===== config.mk =====
export PLATFORM = sky130hd
export DESIGN_NAME = burst_addr_seq
export DESIGN_NICKNAME = d
export VERILOG_FILES = /design/src/rtl/burst_seq_pkg.sv /design/src/rtl/burst_beat_ctr.sv /design/src/rtl/burst_order_map.sv /design/src/rtl/burst_addr_seq.sv
export SDC_FILE = /design/constraint.sdc
export NUM_CORES = 1
export LEC_CHECK = 0
export ABC_AREA = 1
export BUFFER_PORTS_ARGS = -buffer_cell sky130_fd_sc_hd__clkbuf_2
export CORE_ASPECT_RATIO = 2
export CORE_UTILIZATION = 26
export CTS_CLUSTER_DIAMETER = 150
export DETAILED_ROUTE_END_ITERATION = 10
export PLACE_DENSITY = 0.53
export SETUP_SLACK_MARGIN = 0.5
export SYNTH_ARGS = -nofsm -noshare
export SYNTH_HDL_FRONTEND = slang
export SYNTH_SLANG_ARGS = --single-unit

===== constraint.sdc =====
create_clock -name clk -period 1.3 [get_ports clk]
set_input_delay 0.065 -clock clk [delete_from_list [all_inputs] [get_ports clk]]
set_output_delay 0.065 -clock clk [all_outputs]
set_load 0.01 [all_outputs]

===== src/rtl/burst_seq_pkg.sv =====
// Package: shared definitions for the burst address sequencer.
// Assumes the beat field width never exceeds the address width.
package burst_seq_pkg;

    // Encoding of the order-select input.
    typedef enum logic {
        ORDER_LINEAR      = 1'b0,
        ORDER_INTERLEAVED = 1'b1
    } burst_order_e;

endpackage


===== src/rtl/burst_beat_ctr.sv =====
// burst_beat_ctr: counts the beats of the current burst.
// Clears on reset or on an accepted load; wraps naturally at 2**BEAT_W.
// Assumes load has priority over advance and that ce gates everything
// except reset.
module burst_beat_ctr #(
    parameter int BEAT_W = 2
) (
    input  logic              clk,
    input  logic              rst_n,
    input  logic              ce,
    input  logic              load,
    input  logic              advance,
    output logic [BEAT_W-1:0] beat_o
);

    logic [BEAT_W-1:0] beat_q;

    // Beat register: clear, restart, step or hold.
    always_ff @(posedge clk) begin
        if (!rst_n) begin
            beat_q <= '0;
        end else if (ce) begin
            if (load) begin
                beat_q <= '0;
            end else if (advance) begin
                beat_q <= beat_q + 1'b1;
            end
        end
    end

    assign beat_o = beat_q;

    // With clock enable low, the beat count must not move.
    assert_beat_hold_R7: assert property (@(posedge clk) disable iff (!rst_n)
        !ce |=> $stable(beat_o));

    // A load restarts the burst at beat zero.
    assert_load_restart_R8: assert property (@(posedge clk) disable iff (!rst_n)
        (ce && load) |=> (beat_o == '0));

    // Each advance steps by one and wraps after the last beat.
    assert_beat_wrap_R5: assert property (@(posedge clk) disable iff (!rst_n)
        (ce && !load && advance) |=> (beat_o == BEAT_W'($past(beat_o) + 1'b1)));

endmodule


===== src/rtl/burst_order_map.sv =====
// burst_order_map: turns the loaded low bits and a beat count into the
// low bits of the current address, in interleaved or linear order.
// Purely combinational; assumes mode is held steady across a burst.
module burst_order_map
    import burst_seq_pkg::*;
#(
    parameter int BEAT_W = 2
) (
    input  logic [BEAT_W-1:0] base_lo,
    input  logic [BEAT_W-1:0] beat,
    input  logic              order_ilv,
    output logic [BEAT_W-1:0] lo_o
);

    burst_order_e order;

    // Select XOR or wrapping add by the order input.
    always_comb begin
        order = burst_order_e'(order_ilv);
        if (order == ORDER_INTERLEAVED) begin
            lo_o = base_lo ^ beat;
        end else begin
            lo_o = base_lo + beat;
        end
    end

    // Beat zero must always give the loaded low bits back, in either order.
    always_comb begin
        if (beat == '0) begin
            assert_beat0_base_R5: assert (lo_o == base_lo);
        end
    end

endmodule


===== src/rtl/burst_addr_seq.sv =====
// burst_addr_seq: top of the burst address sequencer.
// Captures the full start address on load. It then presents the upper
// bits unchanged and the low BEAT_W bits stepped in the selected order.
// Assumes ADDR_W > BEAT_W and a synchronous, active-low reset.
module burst_addr_seq #(
    parameter int ADDR_W = 18,
    parameter int BEAT_W = 2
) (
    input  logic              clk,
    input  logic              rst_n,
    input  logic              ce,
    input  logic              load,
    input  logic              advance,
    input  logic              order_ilv,
    input  logic [ADDR_W-1:0] start_addr,
    output logic [ADDR_W-1:0] addr_o
);

    localparam int HI_W = ADDR_W - BEAT_W;

    logic [ADDR_W-1:0] base_q;
    logic [BEAT_W-1:0] beat;
    logic [BEAT_W-1:0] lo_cur;

    // Start-address register: cleared on reset, refilled on an accepted load.
    always_ff @(posedge clk) begin
        if (!rst_n) begin
            base_q <= '0;
        end else if (ce && load) begin
            base_q <= start_addr;
        end
    end

    burst_beat_ctr #(.BEAT_W(BEAT_W)) u_beat (
        .clk     (clk),
        .rst_n   (rst_n),
        .ce      (ce),
        .load    (load),
        .advance (advance),
        .beat_o  (beat)
    );

    burst_order_map #(.BEAT_W(BEAT_W)) u_map (
        .base_lo   (base_q[BEAT_W-1:0]),
        .beat      (beat),
        .order_ilv (order_ilv),
        .lo_o      (lo_cur)
    );

    assign addr_o = {base_q[ADDR_W-1:BEAT_W], lo_cur};

    // A load makes the whole start address visible after the edge.
    assert_load_capture_R2: assert property (@(posedge clk) disable iff (!rst_n)
        (ce && load) |=> (addr_o == $past(start_addr)));

    // Upper bits never move unless a load is accepted.
    assert_upper_steady_R6: assert property (@(posedge clk) disable iff (!rst_n)
        !(ce && load) |=> $stable(addr_o[ADDR_W-1:ADDR_W-HI_W]));

    // An idle enabled cycle under a fixed order leaves the address alone.
    assert_idle_hold_R9: assert property (@(posedge clk) disable iff (!rst_n)
        (ce && !load && !advance && $stable(order_ilv)) |=> $stable(addr_o));

endmodule


== After elaboration in Yosys (flattened, before gate mapping) ==
Cells that the tools add are included.
W data, S select, Z words.

* Bits in registers: 20
* Bits of input ports: 24
* Output and inout port bits: 18
* Logic and storage cells: 11

* $add $sub $neg: 2
* Mux-type cells: 3
* Bitwise logic cells: 1
* Reductions and logical operators: 3

{| class="wikitable"
|+ Operator list
! cell !! count
|-
| $mux W2 || 3
|-
| $add A2 B1 Y2 const B || 1
|-
| $add A2 B2 Y2 || 1
|-
| $reduce_and A2 Y1 || 1
|-
| $reduce_bool A2 Y1 || 1
|-
| $xor A2 B2 Y2 || 1
|-
| $logic_and A1 B1 Y1 || 1
|}

== Logic depth before layout (Yosys ltp) ==
* Depth in word-level cells: 3
* Mapped depth: 6
* Mapped depth without buffers: 6

== Cells and area by module ==
A second synthesis with hierarchy kept.

* Cells, all modules: 161
* Area, all modules: 1,058.5 um^2

{| class="wikitable"
|+ Modules (own cells, without submodules)
! module !! instances !! cells each !! area an instance (um^2) !! seq. area each (um^2)
|-
| burst_addr_seq || 1 || 130 || 867.1 || 360.3
|-
| burst_beat_ctr || 1 || 16 || 123.9 || 40.0
|-
| burst_order_map || 1 || 15 || 67.6 || 0.0
|}

== Worst setup path after synthesis ==
No wires, ideal clock.

* Kind: reg2out
* From: register u_beat.beat_q[0] (netlist: u_beat.beat_o[0])
* To: output port addr_o[1]
* Arrival: 0.754 ns
* Required time: 1.235 ns
* Setup slack: 0.481 ns
* Cell stages (with the launch flop): 7
* Path buffers: 0
* Cell sequence: dfxtp_1 > ha_1 > nand2_1 > inv_1 > nand2_1 > nand2_1 > inv_1

* Word-level cells in the longest chain between the ends: 2

{| class="wikitable"
|+ RTL lines
! element !! line !! source
|-
| start, declared || burst_beat_ctr.sv:16 || <nowiki>logic [BEAT_W-1:0] beat_q;</nowiki>
|-
| start signal, assigned || burst_beat_ctr.sv:26 || <nowiki>beat_q <= beat_q + 1'b1;</nowiki>
|-
| $add A2 B2 Y2 || burst_order_map.sv:23 || <nowiki>lo_o = base_lo + beat;</nowiki>
|-
| $mux W2 || burst_order_map.sv:20 || <nowiki>if (order == ORDER_INTERLEAVED) begin</nowiki>
|-
| end, declared || burst_addr_seq.sv:16 || <nowiki>output logic [ADDR_W-1:0] addr_o</nowiki>
|}

Every way passes these cells.

== Final worst setup path ==
* From: register base_q[0]
* To: output port addr_o[1]

* Word-level cells in the longest chain between the ends: 2

{| class="wikitable"
|+ RTL lines
! element !! line !! source
|-
| start, declared || burst_addr_seq.sv:21 || <nowiki>logic [ADDR_W-1:0] base_q;</nowiki>
|-
| start signal, assigned || burst_addr_seq.sv:30 || <nowiki>base_q <= start_addr;</nowiki>
|-
| $add A2 B2 Y2 || burst_order_map.sv:23 ||
|-
| $mux W2 || burst_order_map.sv:20 ||
|}

Every way passes these cells.

==> results.md <==
* Synthesis-to-layout area growth at 29.99%
* Sequential standard cell area at 425.4 µm²
* Fin. Hold Viols at 0
* Vias per Instance at roughly 4.4
* Post-synthesis adder-cell area fraction at under 10%
* Worst Tran Pin Value at 0.3540 ns
* Distinct cells, synth at 15
* Multi-input combinational cell area at 356.6 µm²
* DRC at 5
* Via count at 805
* Post-Synthesis Cells at 124
* Simple-gate share of the synthesized area at 22.80%
* Starting density of the core at between 20% and 30%
* Failing checks: design-rule violations
* Static Leak at roughly 0.0006 µW
* Combinational family with the most area after synthesis: simple AND/OR/NAND/NOR gates
* # diodes at 0
* Synth Area in Compound Gates at between 10% and 20%
* Worst hold slack at 0.05179 ns
* Final instance area at 1199 µm²
* Antenna viol nets, final at 0
* Largest net degree at the start of global routing at 20
* Post-Syn Area at around 920 µm²
* Max-cap violations at 0
* Achievable Freq at 874.4 MHz
* R2r setup slk at 0.44 ns
* Critical path class: flip-flop to output pin
* First-pass GRT wire length at roughly 2.9 mm
* CP required at about 1.2 ns
* Clock Sink Count at 20
* Clk_skew at roughly 0.00029 ns
* #FFs+latches synth at 20
* Slowest Stage Delay on Critical Path at around 0.36 ns
* Register area share after synthesis at 43.42%
* Max Transition Viols Final at 0
* Placed Area at 1011 µm²
* Layout cells sized above 1 at approximately half
* Crit Path Max Fanout at 2
* Crit path DAT at 1.08 ns
* Clock buffer depth at 2
* Final GP Congestion at about 0.66
* PwrDens at approximately 1300 nW/µm²
* Peak VDD IR at 0.5139 mV
* CP cell instances: ha_4 > nand2_4 > inv_2 > nand2_1 > nand2_1 > inv_2 > buf_6
* Wire per inst at a little under 10 µm
* Clock Latency Late Sink at 0.25 ns
* Crit share post-route at 87.97%
* Setup TNS at 0 ns
* Port bufs at 41
* Vias in the first global route at 700
* Fill cells at 358
* Yosys warns at 0
* CTS buffer count at 3
* Xor/xnor cell area share of the yosys netlist at 0%
* Most common library cell in the layout ignoring fill and taps: nor2_1
* Gr ovfl total at 0
* CP max-delay cell: dfxtp_2
* Worst setup SP type: flip-flop
* Final setup fails at 0
* CTS clk-pin slew, worst paths at 0.08 ns
* Chip height at 86.22 µm
* GRT Total Usage at approximately a tenth
* Mux cell area share after synthesis at 0%
* IO Pins at 42
* Synth Net Count at between 100 and 150
* Setup crit end kind: output pin
* Hold buffer count at CTS at 0
* DR iter-0 viols at 28
* Root Driver: clkbuf_8
* DP HPWL at 1.351 mm
* Status: finished with violations
* RSZ-0062 raised after global routing: yes
* CTS tree: built
* Min-delay worst type: primary input to flip-flop
* Most frequent cells in the layout: 39 x nor2_1, 29 x clkbuf_2, 20 x dfxtp_2
* Final net count at 177
* Initial antenna violation count at 0
* Row Count at 30
* Die W at 44.11 µm
* Die Area at ~3800 µm²
* Syn Area/Cell at between 7 and 8 µm²
* Minimum clock period at 1.144 ns
* Rel. slew slack at 76.40%
* H-tree level count at 1
* CORE AREA at approximately 3400 µm²
* First-pass DRT Iterations at 7
* Final WL at 1.820 mm
-- what timing repair did --
item	in CTS	in global routing
resized for setup	8	38
pin swaps	3	8
setup endpoints to repair	6	19
setup buffers	1	1
cloned	0	0
-- cell type report --
type,count,share of cell area (%)
Inverter,8,2.505
Tap cell,32,3.340
Timing Repair Buffer,44,22.96
Multi-Input combinational cell,75,29.75
Sequential cell,20,35.49
Clock buffer,3,3.445
Clock inverter,1,2.505
-- kinds of logic (layout without fill, tap and decap cells) --
group                    Yosys count  after routing
AO/OA/AOI/OAI                     20             20
adder cells (fa/ha/maj)            1              1
buffers and inverters             29             56
flip-flops                        20             20
AND/OR/NAND/NOR                   54             54
-- flip-flops by register name, summed over array words and instances (netlist names) --
register	cells
base_q	18
u_beat.beat_o	2
-- cells in the mapped netlist --
cell type   n  area [µm²]
o21ai_2     1       8.760
nand3_1     4       20.02
nor2_1     39       146.4
nand2_2     1       6.260
o21ai_1     9       45.04
inv_2       1       3.750
clkbuf_1    1       3.750
ha_1        1       12.51
dfxtp_1    20       400.4
inv_1       7       26.28
a21oi_1     2       10.01
nand2_1    10       37.54
o21ai_0     8       40.04
buf_6       3       33.78
buf_4      17       127.6
-- report_power, final --
part	total, µW	switching, µW	internal [µW]
clock	609	198	410
sequential	682	22.9	660
combinational	232	116	116
total	1520	338	1190
-- routing by layer --
layer / wire [µm] / global-route usage, % / part of all wire, %
met1: 739 / 10.47 / 41
met2: 958 / 18.58 / 53
met3: 111 / 1.875 / 6.1
met4: 10 / 4.959 / 0.55
met5: 0 / 0 / 0
-- stage by stage --
| stage | std cells | worst slack [ns] | total power [µW] | utilization (%) |
|---|---|---|---|---|
| 2_1_floorplan | 124 | 0.5038 | 848.0 | - |
| 3_3_place_gp | 177 | 0.3843 | 884.3 | 29.93 |
| 3_5_place_dp | 177 | 0.3816 | 888.7 | 29.93 |
| 4_1_cts | 182 | 0.1334 | 1516 | 32.89 |
| 5_1_grt | 183 | 0.1156 | 1606 | 35.48 |
| 6_report | 183 | 0.1563 | 1523 | 35.48 |
-- path summary, 6_finish.rpt --
path	startpoint	endpoint	cells past startpoint
setup / recovery	base_q[0]	addr_o[1]	7
setup reg to reg	u_beat.beat_o[0]	u_beat.beat_o[1]	6
hold reg to reg	base_q[12]	base_q[12]	2
hold / removal	start_addr[11]	base_q[11]	3
-- worst max-delay path, delay by kind of cell (launching register included) --
kind | cells | cell delay [ns]
simple gates | 3 | 0.16
flops | 1 | 0.36
fa+ha+maj | 1 | 0.14
buf+inv | 3 | 0.18
(Power assumes the default switching activity.)
